`src/rtl/iop_pkg.sv`:
```
package iop_pkg;
  localparam int NPORT = 2;

  typedef struct packed {
    logic hit;
    logic s1_n;
    logic s0_n;
    logic a0;
  } cyc_info_t;
endpackage

```
`src/rtl/iop_sync.sv`:
```
module iop_sync #(
  parameter int          W       = 8,
  parameter int          STAGES  = 2,
  parameter logic [W-1:0] RST_VAL = '0
) (
  input  logic         clk_i,
  input  logic         rst_ni,
  input  logic [W-1:0] d_i,
  output logic [W-1:0] q_o
);
  logic [W-1:0] stage_q [STAGES];

  always_ff @(posedge clk_i or negedge rst_ni) begin
    if (!rst_ni) begin
      for (int i = 0; i < STAGES; i++) stage_q[i] <= RST_VAL;
    end else begin
      stage_q[0] <= d_i;
      for (int i = 1; i < STAGES; i++) stage_q[i] <= stage_q[i-1];
    end
  end

  assign q_o = stage_q[STAGES-1];
endmodule

```
`src/rtl/iop_decode.sv`:
```
module iop_decode #(
  parameter int            AW   = 16,
  parameter logic [AW-1:0] BASE = 16'h0300
) (
  input  logic [AW-1:0] addr_i,
  input  logic          mio_i,
  output logic          hit_o,
  output logic          a0_o
);
  // full compare above bit 0; bit 0 picks the port
  assign hit_o = !mio_i && (addr_i[AW-1:1] == BASE[AW-1:1]);
  assign a0_o  = addr_i[0];
endmodule

```
`src/rtl/iop_ctrl.sv`:
```
module iop_ctrl
  import iop_pkg::*;
#(
  parameter int DW = 8
) (
  input  logic             clk_i,
  input  logic             rst_ni,
  input  logic             cmd_n_i,
  input  logic             hit_i,
  input  logic             a0_i,
  input  logic             s0_n_i,
  input  logic             s1_n_i,
  input  logic [DW-1:0]    data_i,
  output logic [NPORT-1:0] wr_stb_o,
  output logic [NPORT-1:0] rd_en_o,
  output logic [DW-1:0]    wdata_o,
  output logic             sel_o
);
  logic      cmd_prev_q, active_q;
  logic      fall, rise;
  cyc_info_t held_q;
  logic [DW-1:0] wdata_q;

  assign fall = cmd_prev_q && !cmd_n_i;
  assign rise = !cmd_prev_q && cmd_n_i;

  always_ff @(posedge clk_i or negedge rst_ni) begin
    if (!rst_ni) begin
      cmd_prev_q <= 1'b1;
      active_q   <= 1'b0;
      held_q     <= '0;
      wdata_q    <= '0;
    end else begin
      cmd_prev_q <= cmd_n_i;
      if (fall) begin
        active_q <= 1'b1;
        held_q   <= '{hit: hit_i, s1_n: s1_n_i, s0_n: s0_n_i, a0: a0_i};
      end else if (rise) begin
        active_q <= 1'b0;
      end
      if (!cmd_n_i) wdata_q <= data_i;
    end
  end

  for (genvar p = 0; p < NPORT; p++) begin : g_ctl
    assign wr_stb_o[p] = rise && active_q && held_q.hit &&
                         ({held_q.s1_n, held_q.s0_n, held_q.a0} == {2'b10, 1'(p)});
    assign rd_en_o[p]  = !cmd_n_i && active_q && held_q.hit &&
                         ({held_q.s1_n, held_q.s0_n, held_q.a0} == {2'b01, 1'(p)});
  end

  assign wdata_o = wdata_q;
  assign sel_o   = active_q && held_q.hit;

  AST_CTRL_ONEHOT: assert property (@(posedge clk_i) disable iff (!rst_ni)
    $onehot0({wr_stb_o, rd_en_o}));
  AST_WR_AT_RELEASE: assert property (@(posedge clk_i) disable iff (!rst_ni)
    (|wr_stb_o) |-> (cmd_n_i && $past(!cmd_n_i)));
  AST_HELD_FROZEN: assert property (@(posedge clk_i) disable iff (!rst_ni)
    (active_q && !cmd_n_i) |=> $stable(held_q));
endmodule

```
`src/rtl/iop_ports.sv`:
```
module iop_ports
  import iop_pkg::*;
#(
  parameter int DW = 8
) (
  input  logic                     clk_i,
  input  logic                     rst_ni,
  input  logic [NPORT-1:0]         wr_stb_i,
  input  logic [DW-1:0]            wdata_i,
  output logic [NPORT-1:0][DW-1:0] out_o
);
  logic [NPORT-1:0][DW-1:0] out_q;

  for (genvar p = 0; p < NPORT; p++) begin : g_port
    always_ff @(posedge clk_i or negedge rst_ni) begin
      if (!rst_ni)          out_q[p] <= '0;
      else if (wr_stb_i[p]) out_q[p] <= wdata_i;
    end

    AST_PORT_HOLD: assert property (@(posedge clk_i) disable iff (!rst_ni)
      !wr_stb_i[p] |=> $stable(out_q[p]));
  end

  assign out_o = out_q;
endmodule

```
`src/rtl/bus_ioport_slave.sv`:
```
module bus_ioport_slave
  import iop_pkg::*;
#(
  parameter int            AW     = 16,
  parameter int            DW     = 8,
  parameter int            STAGES = 2,
  parameter logic [AW-1:0] BASE   = 16'h0300
) (
  input  logic          clk_i,
  input  logic          rst_ni,
  input  logic [AW-1:0] addr_i,
  input  logic          mio_i,
  input  logic          s0_ni,
  input  logic          s1_ni,
  input  logic          cmd_ni,
  input  logic [DW-1:0] data_i,
  output logic [DW-1:0] data_o,
  output logic          data_oe_o,
  output logic          sel_fb_no,
  input  logic [DW-1:0] pin_in0_i,
  input  logic [DW-1:0] pin_in1_i,
  output logic [DW-1:0] port_out0_o,
  output logic [DW-1:0] port_out1_o
);
  localparam int BW = 4 + AW + DW;
  localparam logic [BW-1:0] BUS_IDLE = {4'b1111, {AW{1'b0}}, {DW{1'b0}}};

  logic [BW-1:0] bus_s;
  logic          cmd_n_s, mio_s, s1_n_s, s0_n_s;
  logic [AW-1:0] addr_s;
  logic [DW-1:0] data_s;
  logic          hit, a0, sel;
  logic [NPORT-1:0]         wr_stb, rd_en;
  logic [DW-1:0]            wdata;
  logic [NPORT-1:0][DW-1:0] out_q, pin_in;

  // one chain keeps strobe, control and data aligned
  iop_sync #(.W(BW), .STAGES(STAGES), .RST_VAL(BUS_IDLE)) u_sync (
    .clk_i, .rst_ni,
    .d_i ({cmd_ni, mio_i, s1_ni, s0_ni, addr_i, data_i}),
    .q_o (bus_s)
  );
  assign {cmd_n_s, mio_s, s1_n_s, s0_n_s, addr_s, data_s} = bus_s;

  iop_decode #(.AW(AW), .BASE(BASE)) u_dec (
    .addr_i (addr_s), .mio_i (mio_s), .hit_o (hit), .a0_o (a0)
  );

  iop_ctrl #(.DW(DW)) u_ctrl (
    .clk_i, .rst_ni,
    .cmd_n_i (cmd_n_s), .hit_i (hit), .a0_i (a0),
    .s0_n_i (s0_n_s), .s1_n_i (s1_n_s), .data_i (data_s),
    .wr_stb_o (wr_stb), .rd_en_o (rd_en), .wdata_o (wdata), .sel_o (sel)
  );

  iop_ports #(.DW(DW)) u_ports (
    .clk_i, .rst_ni, .wr_stb_i (wr_stb), .wdata_i (wdata), .out_o (out_q)
  );

  assign pin_in = {pin_in1_i, pin_in0_i};

  always_comb begin
    data_o = '0;
    for (int p = 0; p < NPORT; p++) if (rd_en[p]) data_o = pin_in[p];
  end

  assign data_oe_o   = |rd_en;
  assign sel_fb_no   = !sel;
  assign port_out0_o = out_q[0];
  assign port_out1_o = out_q[1];

  AST_OE_NEEDS_SEL: assert property (@(posedge clk_i) disable iff (!rst_ni)
    data_oe_o |-> !sel_fb_no);
  AST_MEM_NO_SEL: assert property (@(posedge clk_i) disable iff (!rst_ni)
    ($fell(cmd_n_s) && mio_s) |=> sel_fb_no);
  AST_IDLE_NO_DRIVE: assert property (@(posedge clk_i) disable iff (!rst_ni)
    cmd_n_s |-> !data_oe_o);
endmodule

```
`config.mk`:
```
export PLATFORM = sky130hd
export DESIGN_NAME = bus_ioport_slave
export DESIGN_NICKNAME = d
export VERILOG_FILES = /design/src/rtl/iop_pkg.sv /design/src/rtl/iop_sync.sv /design/src/rtl/iop_decode.sv /design/src/rtl/iop_ctrl.sv /design/src/rtl/iop_ports.sv /design/src/rtl/bus_ioport_slave.sv
export SDC_FILE = /design/constraint.sdc
export NUM_CORES = 1
export LEC_CHECK = 0
export ABC_AREA = 0
export BUFFER_PORTS_ARGS = -buffer_cell sky130_fd_sc_hd__buf_2
export CELL_PAD_IN_SITES_DETAIL_PLACEMENT = 1
export CELL_PAD_IN_SITES_GLOBAL_PLACEMENT = 2
export CORE_AREA = 5 5 90 92
export DETAILED_ROUTE_END_ITERATION = 8
export DIE_AREA = 0 0 95 97
export PLACE_DENSITY = 0.81
export SKIP_CTS_REPAIR_TIMING = 1
export SLEW_MARGIN = 15
export SYNTH_ARGS = -nofsm -noshare
export SYNTH_HDL_FRONTEND = slang
export SYNTH_SLANG_ARGS = --single-unit
```
`constraint.sdc`:
```
create_clock -name clk_i -period 2.5 [get_ports clk_i]
set_input_delay 0.25 -clock clk_i [delete_from_list [all_inputs] [get_ports clk_i]]
set_output_delay 0.25 -clock clk_i [all_outputs]
set_load 0.005 [all_outputs]
```
# --- Word level (Yosys, flattened, before mapping) ---
# Cells that the tools add are included.
totals:
  register_bits: 86
  inputBits: 46
  output_inout_bits: 26
  word_cells: 38
classes:
  n_eq_ne: 5
  muxes: 4
  n_reduce_logical: 18
op_table:
  columns: ["op", "n"]
  rows:
  - ["$mux W8", 2]
  - ["$eq A15 B9 Y1 const B", 1]
  - ["$logic_and A1 B1 Y1", 12]
  - ["$eq A3 B2 Y1 const B", 2]
  - ["$eq A3 B3 Y1 const B", 2]
  - ["$logic_not A1 Y1", 4]
  - ["$mux W1", 2]
  - ["$reduce_bool A2 Y1", 1]
  - ["$reduce_or A2 Y1", 1]

# --- Depth between registers and ports, before layout ---
# Gate-level depths: netlist of run 1.
depth:
  depth_word: 6
  mapped_depth: 6
  ltp_nobuf: 5

# --- Modules after synthesis ---
# Synthesis of run 1 repeated with hierarchy kept, for this count alone.
hier_totals:
  hier_cells: 183
  hier_area_um2: 3059.2
modules_own_cells:
  columns: ["mod", "instances", "cells_per_inst", "area_per_inst_um2", "seq_area_each_um2"]
  rows:
  - ["iop_sync", 1, 84, 1621.6, 1411.4]
  - ["iop_ports", 1, 34, 663.1, 400.4]
  - ["iop_ctrl", 1, 43, 615.6, 351.6]
  - ["bus_ioport_slave", 1, 16, 112.6, 0.0]
  - ["iop_decode", 1, 6, 46.3, 0.0]

# --- Least setup slack after synthesis of run 1 ---
# Ideal clock, no wire load.
synth_path:
  path_kind: "reg2reg"
  from: "register u_sync.stage_q (netlist bit u_sync.q_o[27])"
  to: "register u_ports.out_q (netlist bit u_ports.out_o[10])"
  setup_ns: 0.125
  arrival_time_ns: 1.595
  required_time_ns: 2.375
  setup_slack_ns: 0.780
  stages_incl_launch_ff: 6
  n_path_buf: 1
  period_less_slack_ns: 1.720
  cell_sequence: "dfstp_2 -> ha_1 -> nand4_1 -> or3b_1 -> buf_6 -> mux2_4"
synth_via:
  elab_chain_len: 4
synth_lines:
  columns: ["item", "line", "source"]
  rows:
  - ["start: declaration", "iop_sync.sv:11", "logic [W-1:0] stage_q [STAGES];"]
  - ["$logic_and A1 B1 Y1", "iop_ctrl.sv:25", "assign rise = !cmd_prev_q && cmd_n_i;"]
  - ["$logic_and A1 B1 Y1 (3 in series)", "iop_ctrl.sv:46", "assign wr_stb_o[p] = rise && active_q && held_q.hit &&"]
  - ["end signal: indexed assignment", "iop_ports.sv:17", "else if (wr_stb_i[p]) out_q[p] <= wdata_i;"]
  - ["end: declaration", "iop_ports.sv:12", "logic [NPORT-1:0][DW-1:0] out_q;"]
# No other way between the ends.
# A chain may end at the register's enable or synchronous reset.

# --- Worst setup path after layout of run 1 ---
layout_path:
  from: "register u_ctrl.held_q[2] (netlist name)"
  to: "output port data_o[4]"
layout_via:
  elab_chain_len: 4
  word_cells_on_any_way: 6
  cone_classes: "2 x eq/ne; 2 x mux; 2 x reduce/logical"
layout_lines:
  columns: ["item", "line", "source"]
  rows:
  - ["start: declaration", "iop_ctrl.sv:21", "cyc_info_t held_q;"]
  - ["start signal: assignment", "iop_ctrl.sv:37", "held_q <= '{hit: hit_i, s1_n: s1_n_i, s0_n: s0_n_i, a0: a0_i};"]
  - ["$eq A3 B2 Y1", "iop_ctrl.sv:49", "({held_q.s1_n, held_q.s0_n, held_q.a0} == {2'b01, 1'(p)});"]
  - ["$logic_and A1 B1 Y1", "iop_ctrl.sv:48", "assign rd_en_o[p] = !cmd_n_i && active_q && held_q.hit &&"]
  - ["$mux W8", "bus_ioport_slave.sv:64", "for (int p = 0; p < NPORT; p++) if (rd_en[p]) data_o = pin_in[p];"]
  - ["$mux W8 (*)", "bus_ioport_slave.sv:64", null]
  - ["end: declaration", "bus_ioport_slave.sv:17", "output logic [DW-1:0] data_o,"]
# Mark *: on every way between the ends. The rest lies on a longest branch, timed or not.

==> results of run 1 <==
[cells in the final DEF (no fill, tap or decap), types with 3 or more instances in the layout]
master         count
dfrtp_1           77
buf_2             70
dlygate4sd3_1     22
mux2_2            20
clkbuf_8          10
dfstp_2            9
a22o_1             8
mux2_4             8
buf_4              4
inv_1              3
clkbuf_1           3
[flip-flops by register name, summed over array words and instances (netlist names)]
| signal | cells |
|---|---|
| u_sync.q_o | 28 |
| u_ctrl.cmd_prev_q | 1 |
| u_sync.stage_q | 28 |
| u_ports.out_o | 16 |
| u_ctrl.active_q | 1 |
| u_ctrl.wdata_o | 8 |
| u_ctrl.held_q | 4 |
[area by class of cell]
class / count / area (um^2)
inverter: 3 / 11.26
multi-input combinational: 53 / 546.8
timing repair buffer: 97 / 620.6
clock inverter: 3 / 45.04
clock buffer: 13 / 148.9
sequential: 86 / 2163
tap: 99 / 123.9
fill: 728 / 3477
[metal layers]
layer | part of all wire [%] | vias up
met1 | 37 | 782
li1 | - | 709
met4 | 3.0 | 0
met5 | 0 | -
met3 | 6.3 | 13
met2 | 54 | 54
[cells by family after synthesis]
group	after synthesis	share of synthesized area, %
mux	28	12.62
simple gates	14	3.658
flops	86	79.06
buf+inv	5	0.9600
compound gates	9	2.789
fa+ha+maj	2	0.9143
[worst paths after layout]
path                            slack [ns]  cells past startpoint               start            endpoint
worst min-delay path                  0.01                      1          addr_i[13]  u_sync.stage_q[49]
worst max register to register        0.62                      4      u_sync.q_o[27]   u_ports.out_o[14]
min in group asynchronous             0.44                      2              rst_ni      u_sync.q_o[14]
worst min register to register        0.34                      0  u_sync.stage_q[30]       u_sync.q_o[2]
worst max-delay path                  0.49                      4    u_ctrl.held_q[2]           data_o[4]
max in group asynchronous             1.39                      3              rst_ni      u_sync.q_o[24]
[power breakdown]
group | total [W] | switching, W | internal [W]
Sequential | 0.00150 | 0.0000335 | 0.00146
Clock | 0.000938 | 0.000448 | 0.000490
Combinational | 0.000131 | 0.0000545 | 0.0000766
Total | 0.00257 | 0.000536 | 0.00203
[per-stage QoR]
step	std cells	util, %
after global routing	354	51.28
after global placement	316	45.48
after floorplan	144	-
after CTS	332	48.19
after detailed placement	316	45.48
final	354	51.28
[critical path, delay by kind of cell, from the launching register on]
| kind | cells | cell delay (ns) |
|---|---|---|
| compound gates | 1 | 0.22 |
| flops | 1 | 0.40 |
| buf+inv | 1 | 0.11 |
| simple gates | 2 | 0.69 |
==> results.cfg, run 1 <==
[sta]
period_share_pct = 80.57
rsz0062_at_grt = false
tightestPinTransition_ns = 0.5247
skew_ns = 0.01091
max_clock_freq_mhz = 496.5
slew_headroom_pct = 65.02
holdWs_ns = 0.01000
setup_viol = 0
finalWorstSetupSlack_ns = 0.4858
hold_viol = 0
tns_ns = 0
min_period_ns = 2.014
slew_violations = 0

[power]
power.total_w = 0.002568
powerDensity_nw_per_um2 = 701.6
ir_worst_vdd_mv = 0.3446
cellLeakagePower_nw = 1.795

[global_routing]
grt_max_degree = 45
grtUsageTotal_pct = 12.36
use_met1_pct = 13.39
grtUsageMet2_pct = 21.20
grt_pass1_vias = 1688
overflow = 0
antenna_found_initial = 0
gr-usage-met3_pct = 2.793
grt_pass1_wl_um = 8459
gr-max-usage-layer = met2

[yosys]
synth.avg_cell_area_um2 = 19.00
syn_area_um2 = 2736
synth_most_common_cell = dfrtp_1
yosysSeqAreaShare_pct = 79.06
ys_ff_latch = 86
synth-async-reset-ratio_pct = 100.0
syn_nets = 192
ys_dominant_reg_cell = dfrtp_1
yosysWarnings = 0
yosys.area.top_type = dfrtp_1
synth.top_cell.area_share_pct = 70.42
synth_enable_flop_cells = 0
ys_types = 22
synth_area_leaders = dfrtp_1 70%, dfstp_2 8.6%, mux2_2 8.2%
syn_inst = 144
synth_common_cells = 77 x dfrtp_1, 20 x mux2_2, 9 x dfstp_2, 8 x a22o_1, 8 x mux2_4

[clocking]
cts_made_buffers = 9
clk_pin_slew_ns = 0.08
root_buffer = clkbuf_8
ctsHtreeMaxLevel = 3
clock_latency_ns = 0.35
numClockSinks = 86
clockBufferDepth = 2
tritoncts = done

[worst_setup_path]
critical-path-max-stage-delay_ns = 0.45
cp-end-kind = primary output
worstPathCellList = nand4b_1 > nor3b_2 > a22o_1 > buf_2
worstPathRequired_ns = 2.25
arrival_ns = 1.76
critPathKind = reg2out
start_kind = register
crit_slowest_cell = nor3b_2
cp_max_fo = 8

[floorplanning]
core_um2 = 7137
dieArea_um2 = 9215
start_util_pct = 38.34
die_h_um = 97
fp.dieW_um = 95
row_count = 31
ioPinCount = 72

[placement]
place_area_um2 = 3246
hpwlAfterDp_um = 3696
place_congestion = 0.7316
portBuffers = 71
dp_slack_ns = 0.5769

[finish]
nets = 298
antenna_cells = 0
drive_above_1_share_pct = 49.80
area_growth_pct = 33.74
final_area_um2 = 3660

[detailed_routing]
wirelength_um = 5469
ant_nets = 0
via_per_inst = 4.401
drtIter0Drc = 41
wire_per_inst_um = 15.45
vias = 1558
drc = 0
drtPass1Iterations = 3

[min_path]
hp-class = in2reg

[status]
status = finished, final reports clean

[run]
drv_cap = 0
Note: power is estimated with default switching activity, not from simulation.
==> run 2, diff against run 1 <==
--- a/config.mk
+++ b/config.mk
@@ -9,10 +9,10 @@
 export BUFFER_PORTS_ARGS = -buffer_cell sky130_fd_sc_hd__buf_2
 export CELL_PAD_IN_SITES_DETAIL_PLACEMENT = 1
 export CELL_PAD_IN_SITES_GLOBAL_PLACEMENT = 2
-export CORE_AREA = 5 5 90 92
+export CORE_AREA = 5 5 94 96
 export DETAILED_ROUTE_END_ITERATION = 8
-export DIE_AREA = 0 0 95 97
-export PLACE_DENSITY = 0.81
+export DIE_AREA = 0 0 99 101
+export PLACE_DENSITY = 0.75
 export SKIP_CTS_REPAIR_TIMING = 1
 export SLEW_MARGIN = 15
 export SYNTH_ARGS = -nofsm -noshare
==> constraint.sdc (replaced) <==
create_clock -name clk_i -period 1.9 [get_ports clk_i]
set_input_delay 0.19 -clock clk_i [delete_from_list [all_inputs] [get_ports clk_i]]
set_output_delay 0.19 -clock clk_i [all_outputs]
set_load 0.005 [all_outputs]
==> run 2 against run 1 <==
Compared with the run above: the run now ends with setup timing left; non-clock buffer count rose by 13; largest cell class unchanged; first-iteration DRC count up 12%; clock skew down 0.00082 ns; combinational power is 53% higher.
==> results.cfg, run 2 (synthesis gave the netlist of run 1 again) <==
[clocking]
root_buffer = clkbuf_8
numClockSinks = 86
cts_made_buffers = 9
clockBufferDepth = 2
tritoncts = done
ctsHtreeMaxLevel = 3
clock_latency_ns = 0.35
clk_pin_slew_ns = 0.09

[power]
ir_worst_vdd_mv = 0.6670
power.total_w = 0.003456
cellLeakagePower_nw = 1.879
powerDensity_nw_per_um2 = 906.9

[finish]
multi_input_area_um2 = 566.8
layout_commonest_cell = dfrtp_1
area_growth_pct = 39.28
final_cell_mix = 77 x dfrtp_1, 70 x buf_2, 29 x dlygate4sd3_1
area.sequential_um2 = 2163
instances_no_fill = 373
nFillCells = 809
drive_above_1_share_pct = 51.49
antenna_cells = 0
nets = 311

[global_routing]
grt_pass1_wl_um = 8169
overflow = 0
grt_pass1_vias = 1658
antenna_found_initial = 0
grtUsageTotal_pct = 10.79
grt_max_degree = 39

[floorplanning]
start_util_pct = 34.34
core_um2 = 7969
ioPinCount = 72
row_count = 33
fp.dieW_um = 99
die_h_um = 101
dieArea_um2 = 9999

[detailed_routing]
wire_per_inst_um = 14.43
drtIter0Drc = 46
ant_nets = 0
vias = 1601
drtPass1Iterations = 3
drc = 0
wirelength_um = 5383
via_per_inst = 4.292

[sta]
max_clock_freq_mhz = 519.3
rsz0062_at_grt = true
hold_viol = 0
slew_violations = 0
setup_viol = 8
min_period_ns = 1.926
finalWorstSetupSlack_ns = -0.02556
skew_ns = 0.01009
period_share_pct = 101.3
tightestPinTransition_ns = 0.4330
slew_headroom_pct = 71.14
holdWs_ns = 0.3351

[worst_setup_path]
reg2reg_slack_ns = 0.17
worstPathRequired_ns = 1.71
cp_max_fo = 8
critPathKind = reg2out
rr_endpoint = u_ports.out_o[11]
reg2reg_from = u_sync.q_o[27]
cp-end-kind = primary output
start_kind = register
arrival_ns = 1.74
reg2reg_depth = 4

[placement]
place_congestion = 0.8591
place_inst = 323
hpwlAfterDp_um = 3673
portBuffers = 71

[status]
status = finished, violations left
violations = setup timing

[min_path]
hp-class = in2async

[run]
drv_cap = 0
==> run 2: cell count changes in the layout (fill, tap and decap cells not counted), sizes merged <==
cell         change
clkbuf           -4
inv              +3
dlygate4sd3      +7
clkinvlp         -2
buf              +6
clkinv           +3
==> run 2: routing by layer <==
layer / share of wire (%) / track usage [%] / vias to the layer above
met4: 2.2 / 5.987 / 0
li1: - / - / 742
met3: 6.0 / 3.391 / 9
met1: 41 / 13.32 / 797
met2: 51 / 16.84 / 53
met5: 0 / 0 / -
==> run 2: how the worst max path moves through the flow <==
stage | startpoint | end | slack (ns) | cells past startpoint
final | u_ctrl.held_q[2] | data_o[7] | -0.03 | 6
after global routing | u_ctrl.held_q[2] | data_o[0] | -0.14 | 5
after CTS | u_ctrl.held_q[2] | data_o[7] | -0.32 | 4
after detailed placement | u_sync.q_o[27] | u_ports.out_o[11] | 0.03 | 4
after global placement | u_sync.q_o[27] | u_ports.out_o[11] | 0.08 | 4
after floorplan | u_sync.q_o[27] | u_ports.out_o[10] | 0.18 | 5
==> run 2: critical path: stages (launching register included) <==
cell and delay, ns:
dfrtp_1 0.39, nand4b_1 0.22, buf_4 0.18, nor3b_4 0.17, buf_4 0.17, a22o_1 0.15, buf_2 0.11
==> run 2: final cells by class <==
cell class	count	area share [%]
clock buffer	9	3.250
clock inverter	7	2.068
tap	105	3.447
timing repair buffer	110	19.30
inverter	3	0.2955
sequential	86	56.76
multi-input combinational	53	14.87
==> run 2: per-stage QoR <==
step / util [%] / setup WS (ns) / instance area (um^2) / TNS [ns]
floorplan: - / 0.1795 / 2736 / 0
global placement: 40.92 / 0.07569 / 3261 / 0
detailed placement: 40.92 / 0.02739 / 3261 / 0
CTS: 43.46 / -0.3231 / 3463 / -2.488
global route: 47.83 / -0.1355 / 3811 / -1.025
finish: 47.83 / -0.02556 / 3811 / -0.1312
==> run 2: where the power goes <==
part	internal (W)	leakage [nW]	switching, W
sequential	0.00193	1.03	0.0000439
clock	0.000624	0.105	0.000662
combinational	0.000121	0.741	0.0000795
==> run 3, diff against run 2 <==
--- a/config.mk
+++ b/config.mk
@@ -12,7 +12,7 @@
 export CORE_AREA = 5 5 94 96
 export DETAILED_ROUTE_END_ITERATION = 8
 export DIE_AREA = 0 0 99 101
-export PLACE_DENSITY = 0.75
+export PLACE_DENSITY_LB_ADDON = 0.08
 export SKIP_CTS_REPAIR_TIMING = 1
 export SLEW_MARGIN = 15
 export SYNTH_ARGS = -nofsm -noshare
==> constraint.sdc (replaced) <==
create_clock -name clk_i -period 1.95 [get_ports clk_i]
set_input_delay 0.195 -clock clk_i [delete_from_list [all_inputs] [get_ports clk_i]]
set_output_delay 0.195 -clock clk_i [all_outputs]
set_load 0.005 [all_outputs]
==> run 3 against run 2 <==
Compared with the run above: the run now ends clean; cell area fell by 0.33%; clock power barely moved; clock-buffer cell count rose by 2; highest routed layer unchanged.
==> results.cfg, run 3 (synthesis gave the netlist of run 1 again) <==
[power]
p_sw_share_pct = 21.81
switchingPower_w = 0.0007430
p_clk_share_pct = 38.2
p_comb_share_pct = 5.4
powerDensity_nw_per_um2 = 896.7
ir_worst_vdd_mv = 0.4344
cellLeakagePower_nw = 1.866
share_seq_of_total_power_pct = 56.4
intPower_w = 0.002663

[floorplanning]
core_um2 = 7969
start_util_pct = 34.34
fp.dieW_um = 99
ioPinCount = 72
dieArea_um2 = 9999
row_count = 33
die_h_um = 101

[worst_setup_path]
rr_endpoint = u_ports.out_o[11]
critical-path-max-stage-delay_ns = 0.43
worstPathRequired_ns = 1.75
critPathKind = reg2out
cp_top_family = simple AND/OR/NAND/NOR gates
cp_max_fo = 8
start_kind = register
worst-path-buf-inv = 2
reg2reg_from = u_sync.q_o[27]
cp-end-kind = primary output
arrival_ns = 1.73
worstPathCellList = nand4b_1 > buf_6 > nor3b_4 > a22o_1 > buf_2
reg2reg_slack_ns = 0.21
crit_slowest_cell = dfrtp_1
reg2reg_depth = 4

[clocking]
clockBufferDepth = 2
ctsHtreeMaxLevel = 3
tritoncts = done
clock_latency_ns = 0.34
root_buffer = clkbuf_8
cts_made_buffers = 9
clk_pin_slew_ns = 0.09
numClockSinks = 86

[finish]
final_cell_mix = 77 x dfrtp_1, 70 x buf_2, 29 x dlygate4sd3_1
final_util_pct = 47.67
antenna_cells = 0
nets = 307
drive_above_1_share_pct = 50.76
nFillCells = 788
area_growth_pct = 38.82
layout_commonest_cell = dfrtp_1

[placement]
place_congestion = 0.6906
portBuffers = 71
hpwlAfterDp_um = 3707

[sta]
rsz0062_at_grt = true
slew_violations = 0
tightestPinTransition_ns = 0.4022
skew_ns = 0.006863
setup_viol = 0
max_clock_freq_mhz = 518.4
period_share_pct = 98.92
holdWs_ns = 0.3247
tns_ns = 0
min_period_ns = 1.929
hold_viol = 0
slew_headroom_pct = 73.18

[global_routing]
overflow = 0
antenna_found_initial = 0
grtUsageTotal_pct = 11.03
grt_pass1_wl_um = 8411
grt_pass1_vias = 1692
grt_max_degree = 57

[detailed_routing]
via_per_inst = 4.347
drc = 0
drtIter0Drc = 10
drtPass1Iterations = 3
ant_nets = 0
wirelength_um = 5357
wire_per_inst_um = 14.52
vias = 1604

[status]
status = finished, final reports clean

[min_path]
hp-class = in2async

[run]
drv_cap = 0
==> run 3: cell types whose count changed in the layout (fill, tap and decap cells not counted) <==
cell / change
buf_4: -5
clkbuf_8: +2
inv_6: -2
buf_6: +1
clkinv_2: -1
clkinv_4: +1
==> run 3: worst reg2reg max path, delay by kind of cell (launching register included) <==
| family | cells | cell delay [ns] |
|---|---|---|
| DFF | 1 | 0.54 |
| adders and majority gates | 1 | 0.14 |
| and+or+nand+nor | 2 | 0.62 |
| muxes | 1 | 0.33 |
==> run 3: power groups by stage <==
| stage | clock network, W | registers (W) | logic (W) |
|---|---|---|---|
| 6_report | 0.00130 | 0.00192 | 0.000185 |
| 5_1_grt | 0.00144 | 0.00193 | 0.000208 |
| 4_1_cts | 0.00135 | 0.00192 | 0.000138 |
| 3_5_place_dp | 0 | 0.00196 | 0.000138 |
| 3_3_place_gp | 0 | 0.00195 | 0.000129 |
| 2_1_floorplan | 0 | 0.00194 | 0.0000425 |
==> run 3: area by class of cell <==
cell class                      instances  area, um^2  area share (%)
Inverter                                3       11.26          0.2964
Timing Repair Buffer                  106       709.4           18.68
Sequential cell                        86        2163           56.95
Multi-Input combinational cell         53       566.8           14.92
Clock inverter                          5       65.06           1.713
Clock buffer                           11       151.4           3.986
Tap cell                              105       131.4           3.459
==> run 3: through the flow <==
| step | instances | setup WS [ns] | power (W) | cell area, um^2 |
|---|---|---|---|---|
| after floorplan | 144 | 0.2295 | 0.001983 | 2736 |
| after global placement | 322 | 0.09077 | 0.002080 | 3253 |
| after detailed placement | 322 | 0.03198 | 0.002095 | 3253 |
| after CTS | 338 | -0.2728 | 0.003410 | 3470 |
| after global routing | 369 | -0.07672 | 0.003578 | 3799 |
| final | 369 | 0.02098 | 0.003406 | 3799 |
==> run 3: routing by layer <==
metal	GRT usage, %	up-vias	wire [um]
li1	-	734	-
met1	12.22	818	2143
met2	18.96	41	2880
met3	3.737	11	246
met4	5.462	0	86
met5	0	-	0
==> run 3: how the worst max path moves through the flow <==
stage	start	end	slack [ns]	cells past startpoint
after global routing	u_ctrl.held_q[2]	data_o[4]	-0.08	5
after CTS	u_ctrl.held_q[2]	data_o[2]	-0.27	4
final	u_ctrl.held_q[1]	data_o[2]	0.02	5
after floorplan	u_sync.q_o[27]	u_ports.out_o[10]	0.23	5
after detailed placement	u_sync.q_o[27]	u_ports.out_o[12]	0.03	4
after global placement	u_sync.q_o[27]	u_ports.out_o[8]	0.09	4
